`config.mk`:
```
export PLATFORM = sky130hd
export DESIGN_NAME = ucode_core
export DESIGN_NICKNAME = d
export VERILOG_FILES = /design/src/rtl/ucode_pkg.sv /design/src/rtl/ucode_ctrl.sv /design/src/rtl/ucode_dpath.sv /design/src/rtl/ucode_core.sv
export SDC_FILE = /design/constraint.sdc
export NUM_CORES = 1
export LEC_CHECK = 0
export BUFFER_PORTS_ARGS = -buffer_cell sky130_fd_sc_hd__buf_4
export CORE_UTILIZATION = 60
export CTS_BUF_LIST = sky130_fd_sc_hd__clkbuf_8
export CTS_CLUSTER_DIAMETER = 200
export DETAILED_ROUTE_END_ITERATION = 10
export PLACE_DENSITY = 0.79
export SKIP_LAST_GASP = 1
export SYNTH_ARGS = -nofsm -noshare
export SYNTH_HDL_FRONTEND = slang
export SYNTH_SLANG_ARGS = --single-unit
export TNS_END_PERCENT = 1
```
`constraint.sdc`:
```
create_clock -name clk -period 4.9 [get_ports clk]
set_input_delay 0.245 -clock clk [delete_from_list [all_inputs] [get_ports clk]]
set_output_delay 0.245 -clock clk [all_outputs]
set_load 0.005 [all_outputs]
```
`src/rtl/ucode_pkg.sv`:
```
package ucode_pkg;
  localparam int CTRL_W = 14;
  localparam int RSEL_W = 2;

  // Bit positions inside the control field; successor and alternate fields follow above.
  localparam int B_IMM  = 0;
  localparam int B_RSEL = 1;
  localparam int B_RRD  = 3;
  localparam int B_RWR  = 4;
  localparam int B_LDL  = 5;
  localparam int B_AND  = 6;
  localparam int B_XOR  = 7;
  localparam int B_ROR  = 8;
  localparam int B_SETC = 9;
  localparam int B_BR   = 10;
  localparam int B_OUT  = 11;
  localparam int B_WR   = 12;
  localparam int B_IND  = 13;

  typedef struct packed {
    logic              ldInd;
    logic              memWr;
    logic              outLd;
    logic              branch;
    logic              setC;
    logic              rotR;
    logic              xorL;
    logic              andRl;
    logic              ldL;
    logic              regWr;
    logic              regRd;
    logic [RSEL_W-1:0] regSel;
    logic              ldImm;
  } strobe_t;
endpackage

```
`src/rtl/ucode_ctrl.sv`:
```
module ucode_ctrl
  import ucode_pkg::*;
#(
  parameter int DATA_W = 28,
  parameter int IA_W   = 7
) (
  input  logic              clk,
  input  logic              rst,
  input  logic [DATA_W-1:0] instWord,
  input  logic              condFlag,
  output strobe_t           strobes,
  output logic [IA_W-1:0]   succAddr,
  output logic [IA_W-1:0]   instAddr
);
  localparam int SUCC_LSB = CTRL_W;
  localparam int ALT_LSB  = CTRL_W + IA_W;

  logic [IA_W-1:0] altAddr;
  logic [IA_W-1:0] nextAddr;

  assign succAddr = instWord[SUCC_LSB +: IA_W];
  assign altAddr  = instWord[ALT_LSB +: IA_W];

  always_comb begin
    strobes        = '0;
    strobes.ldImm  = instWord[B_IMM];
    strobes.regSel = instWord[B_RSEL +: RSEL_W];
    strobes.regRd  = instWord[B_RRD];
    strobes.regWr  = instWord[B_RWR];
    strobes.ldL    = instWord[B_LDL];
    strobes.andRl  = instWord[B_AND];
    strobes.xorL   = instWord[B_XOR];
    strobes.rotR   = instWord[B_ROR];
    strobes.setC   = instWord[B_SETC];
    strobes.branch = instWord[B_BR];
    strobes.outLd  = instWord[B_OUT];
    strobes.memWr  = instWord[B_WR];
    strobes.ldInd  = instWord[B_IND];
  end

  always_comb begin
    if (strobes.branch)
      nextAddr = condFlag ? succAddr : altAddr;
    else if (strobes.ldImm || strobes.ldInd)
      nextAddr = altAddr;
    else
      nextAddr = succAddr;
  end

  always_ff @(posedge clk) begin
    if (rst) instAddr <= '0;
    else     instAddr <= nextAddr;
  end
endmodule

```
`src/rtl/ucode_dpath.sv`:
```
module ucode_dpath
  import ucode_pkg::*;
#(
  parameter int DATA_W  = 28,
  parameter int IA_W    = 7,
  parameter int NUM_GPR = 4
) (
  input  logic              clk,
  input  logic              rst,
  input  strobe_t           strobes,
  input  logic [IA_W-1:0]   succAddr,
  input  logic [DATA_W-1:0] dataIn,
  output logic [DATA_W-1:0] dataAddr,
  output logic [DATA_W-1:0] dataOut,
  output logic [DATA_W-1:0] busQ,
  output logic              condFlag
);
  localparam int PAD_W = DATA_W - IA_W;

  logic [DATA_W-1:0] logicQ;
  logic [DATA_W-1:0] outQ;
  logic [DATA_W-1:0] gpr [NUM_GPR];
  logic [DATA_W-1:0] gprRd;
  logic [DATA_W-1:0] andVal;
  logic [DATA_W-1:0] busNext;

  assign gprRd  = gpr[strobes.regSel];
  assign andVal = busQ & logicQ;

  // Indirect access uses the bus; an immediate load alone uses the successor field.
  assign dataAddr = (strobes.ldImm && !strobes.ldInd) ? {{PAD_W{1'b0}}, succAddr} : busQ;
  assign dataOut  = outQ;

  always_comb begin
    if (strobes.ldInd || strobes.ldImm) busNext = dataIn;
    else if (strobes.regRd)             busNext = gprRd;
    else if (strobes.xorL)              busNext = busQ ^ logicQ;
    else if (strobes.andRl)             busNext = {andVal[DATA_W-2:0], andVal[DATA_W-1]};
    else if (strobes.rotR)              busNext = {busQ[0], busQ[DATA_W-1:1]};
    else                                busNext = busQ;
  end

  always_ff @(posedge clk) begin
    if (rst) begin
      busQ     <= '0;
      logicQ   <= '0;
      outQ     <= '0;
      condFlag <= 1'b0;
    end else begin
      busQ <= busNext;
      if (strobes.ldL)  logicQ <= busQ;
      if (strobes.outLd) outQ  <= busQ;
      if (strobes.setC)
        condFlag <= 1'b1;
      else if (strobes.andRl && (andVal == '0))
        condFlag <= 1'b0;
    end
  end

  for (genvar g = 0; g < NUM_GPR; g++) begin : g_gpr
    always_ff @(posedge clk) begin
      if (rst)
        gpr[g] <= '0;
      else if (strobes.regWr && (strobes.regSel == RSEL_W'(g)))
        gpr[g] <= busQ;
    end
  end
endmodule

```
`src/rtl/ucode_core.sv`:
```
module ucode_core
  import ucode_pkg::*;
#(
  parameter int DATA_W  = 28,
  parameter int IA_W    = 7,
  parameter int NUM_GPR = 4
) (
  input  logic              clk,
  input  logic              rst,
  output logic [IA_W-1:0]   instAddr,
  input  logic [DATA_W-1:0] instWord,
  input  logic [DATA_W-1:0] dataIn,
  output logic [DATA_W-1:0] dataOut,
  output logic [DATA_W-1:0] dataAddr,
  output logic              wrEn
);
  strobe_t           strobes;
  logic [IA_W-1:0]   succAddr;
  logic [DATA_W-1:0] busQ;
  logic              condFlag;

  ucode_ctrl #(.DATA_W(DATA_W), .IA_W(IA_W)) ctrl_i (
    .clk(clk), .rst(rst), .instWord(instWord), .condFlag(condFlag),
    .strobes(strobes), .succAddr(succAddr), .instAddr(instAddr)
  );

  ucode_dpath #(.DATA_W(DATA_W), .IA_W(IA_W), .NUM_GPR(NUM_GPR)) dpath_i (
    .clk(clk), .rst(rst), .strobes(strobes), .succAddr(succAddr), .dataIn(dataIn),
    .dataAddr(dataAddr), .dataOut(dataOut), .busQ(busQ), .condFlag(condFlag)
  );

  assign wrEn = strobes.memWr;
endmodule

```
==> flow_metrics.env <==
export IMPL_finalInstanceArea_sq_um=11600
export IMPL_viasPerCell=6.19
export IMPL_cts_max_path_buffers=3
export IMPL_hpwlAfterDp_um=15400
export IMPL_route_antenna_remaining_nets=0
export IMPL_drive_above_1_share_pct=23.6
export IMPL_grt_overflow=0
export IMPL_netlist_area_sq_um=9820
export IMPL_place_area_sq_um=10700
export IMPL_die_w_um=130
export IMPL_nets=1054
export IMPL_outcome="finished, final reports clean"
export IMPL_ys_ff_latch=204
export IMPL_p_sw_share_pct=24.5
export IMPL_leakagePower_uw=0.00492
export IMPL_worstRegToRegCells=5
export IMPL_dieHeight_um=130
export IMPL_hold_violations=0
export IMPL_crit_path_max_fanout=29
export IMPL_core_area_sq_um=15900
export IMPL_combPwrFrac_pct=10.7
export IMPL_clkPwrFrac_pct=40.3
export IMPL_synth_edff_count=112
export IMPL_p_per_area_nw_per_um2=346
export IMPL_cp_arrival_ps=2790
export IMPL_skew_ps=17.6
export IMPL_nFillCells=1084
export IMPL_min_path_type="input pin to flop"
export IMPL_rsz0062_at_grt="no"
export IMPL_tightest_slew_ps=1340
export IMPL_dr_wl_met3_um=2110
export IMPL_fin_setup_tns_ps=0
export IMPL_port_buffers=119
export IMPL_worstHoldEndpoint="dpath_i.busQ[9]"
export IMPL_period_share_pct=49.3
export IMPL_worst_ep_required_time_ps=5270
export IMPL_routed_top_layer="met4"
export IMPL_clock_sinks=204
export IMPL_min_delay_path_depth=3
export IMPL_area_growth_pct=18.4
export IMPL_m1WireLength_um=10400
export IMPL_setup_viol=0
export IMPL_ioPinCount=122
export IMPL_clkTransAtPathRegs_ps=60
export IMPL_setup_worst_path_start="rst"
export IMPL_route_detailed_drc=0
export IMPL_cap_violations=0
export IMPL_yosysUniqueCellTypes=42
export IMPL_reg2reg_to="dpath_i.busQ[7]"
export IMPL_antenna_found_initial=0
export IMPL_netlist_instances=856
export IMPL_ir_drop_uv=243
export IMPL_fmax_ghz=0.414
export IMPL_worstHoldStart="dataIn[9]"
export IMPL_crit_slowest_cell="nor3_4"
export IMPL_critical_path_max_stage_delay_ps=1010
export IMPL_post_drt_wl_per_cell_um=21.7
export IMPL_synthFlopType="edfxtp_1"
export IMPL_p_switching_uw=986
export IMPL_ys_warn_count=0
export IMPL_timing_critical_path_max_delay_family="simple AND/OR/NAND/NOR gates"
export IMPL_grt_max_degree=69
export IMPL_p_int_uw=3040
export IMPL_wl_met2_um=12900
export IMPL_drt_total_wl_um=26200
export IMPL_start_util_pct=61.6
export IMPL_synth_async_reset_ratio_pct=0
export IMPL_rows=46
export IMPL_slew_headroom_pct=10.8
export IMPL_clk_latency_ps=520
export IMPL_grt_pass1_vias=7463
export IMPL_min_period_ps=2420
export IMPL_rrSetupSlack_ps=2950
export IMPL_tritoncts="built"
export IMPL_gp_routability_congestion=0.810
export IMPL_r2r_start="dpath_i.busQ[6]"
export IMPL_htree_num_levels=2
export IMPL_grt_pass1_wl_um=40100
export IMPL_die_area_sq_um=16900
export IMPL_critPathLaunchType="input pin"
export IMPL_seq_area_frac_synth_pct=53.0
export IMPL_p_seq_share_pct=49.0
export IMPL_dr_pass1_iters=6
export IMPL_cts_buffers=35
export IMPL_syn_area_per_cell_sq_um=11.5
export IMPL_path_class="input pin to flop"
export IMPL_synth_nets=942
export IMPL_drt_iter0_drc=597
export IMPL_cts_root_buf="clkbuf_8"
export IMPL_diodes=0
export IMPL_crit_path_cell_trace="buf_4 > inv_1 > nand2_1 > nor3_4 > and2_1"
export IMPL_grt_total_usage_pct=31.8
export IMPL_vias=7491
export IMPL_slew_violations=0
export IMPL_end_kind="flop"
export IMPL_path_buf_inv=2
[how the worst max path moves through the flow]
stage                     slack [ps]  depth (start not counted)                 end
after CTS                       2540                          5   dpath_i.gpr[0][0]
after detailed placement        2010                          5  dpath_i.gpr[0][14]
after global placement          2180                          5  dpath_i.gpr[0][21]
after global routing            2400                          5   dpath_i.gpr[0][3]
after floorplan                 2940                          6   dpath_i.gpr[3][0]
final                           2480                          5   dpath_i.gpr[0][3]
[synthesized netlist by cell type, drive strengths merged, types with 2 or more instances]
| cell | number | share of area (%) |
|---|---|---|
| a21oi | 4 | 0.24 |
| a22oi | 12 | 0.92 |
| a31o | 4 | 0.36 |
| a31oi | 27 | 1.7 |
| and2 | 134 | 8.5 |
| buf | 36 | 2.2 |
| clkbuf | 28 | 1.1 |
| dfxtp | 92 | 19 |
| edfxtp | 112 | 34 |
| ha | 28 | 3.6 |
| inv | 6 | 0.23 |
| mux2 | 49 | 5.6 |
| mux2i | 86 | 8.8 |
| mux4 | 2 | 0.46 |
| nand2 | 31 | 1.2 |
| nand2b | 2 | 0.13 |
| nand3 | 14 | 0.71 |
| nand4 | 2 | 0.13 |
| nor2 | 68 | 2.6 |
| nor3 | 6 | 0.64 |
| nor4 | 6 | 0.45 |
| o21ai | 44 | 2.2 |
| o221a | 11 | 1.3 |
| o22ai | 15 | 0.96 |
| o32ai | 15 | 1.3 |
| or4 | 15 | 1.1 |
[timing repair]
action / CTS / global route
resized for setup: 0 / 0
setup endpoints to repair: 0 / 0
endpoints found under the hold margin: 7 / 1
buffers inserted: 0 / 0
hold buffers: 13 / 2
[worst reg2reg max path: cells and delay by family, from the launching register on]
kind | cells | cell delay [ps]
adders and majority gates | 1 | 290
and+or+nand+nor | 1 | 510
DFF | 1 | 650
AOI/OAI and AO/OA | 2 | 270
muxes | 1 | 150
[power by group through the flow]
stage	sequential, uW	combinational [uW]	clock, uW
2_1_floorplan	1980	255	0
3_3_place_gp	2000	394	0
3_5_place_dp	2010	409	0
4_1_cts	1970	422	1630
5_1_grt	1980	462	1710
6_report	1970	430	1630
[layout by cell type, fill, tap and decap left out, types with 3 or more instances in the layout]
cell,count
and2_1,134
buf_4,124
edfxtp_1,112
dfxtp_1,92
mux2i_1,86
nor2_1,67
clkbuf_8,46
o21ai_0,37
mux2_2,36
nand2_1,31
ha_1,28
a31oi_1,27
inv_1,16
o22ai_1,15
o32ai_1,15
or4_1,15
dlygate4sd3_1,15
nand3_1,14
mux2_1,13
a22oi_1,12
o221a_2,11
o21ai_1,7
nor4_1,5
a31o_2,4
a21oi_1,3
nor3_4,3
clkinv_1,3
[area by class of cell]
type                    instances  area (sq um)  share of cell area [%]
clock buffers                  46           633                    5.44
clock inverters                17           119                    1.02
inverters                       6          22.5                   0.194
multi-input cells             582          4300                    37.0
flip-flops and latches        204          5200                    44.8
well taps                     216           270                    2.32
repair buffers                139          1080                    9.30
[state kept, by name, summed over array words and instances (netlist names)]
| signal | cells |
|---|---|
| ctrl_i.instAddr | 7 |
| dpath_i.logicQ | 28 |
| dpath_i.condFlag | 1 |
| dpath_i.dataOut | 28 |
| dpath_i.gpr | 112 |
| dpath_i.busQ | 28 |
[logic make-up after synthesis]
family	after synthesis	synth area share, %
multiplexers	137	14.8
adder cells (fa/ha/maj)	28	3.57
buffers and inverters	70	3.49
AND/OR/NAND/NOR	283	15.9
flip-flops	204	53.0
AO/OA/AOI/OAI	134	9.21
[metrics by stage]
step	cells	setup WS [ps]	total power [uW]	utilization (%)	hold WS [ps]
2_1_floorplan	856	2940	2230	-	374
3_3_place_gp	1132	2180	2390	67.3	475
3_5_place_dp	1132	2010	2420	67.3	482
4_1_cts	1208	2540	4020	72.8	5.00
5_1_grt	1210	2400	4150	72.9	46.4
6_report	1210	2480	4030	72.9	32.4
[per-layer routing]
metal / global-route usage, % / vias to the layer above
li1: - / 3368
met1: 39.6 / 3695
met2: 53.9 / 367
met3: 6.40 / 61
met4: 13.7 / 0
met5: 0 / -
(Power assumes the default switching activity.)
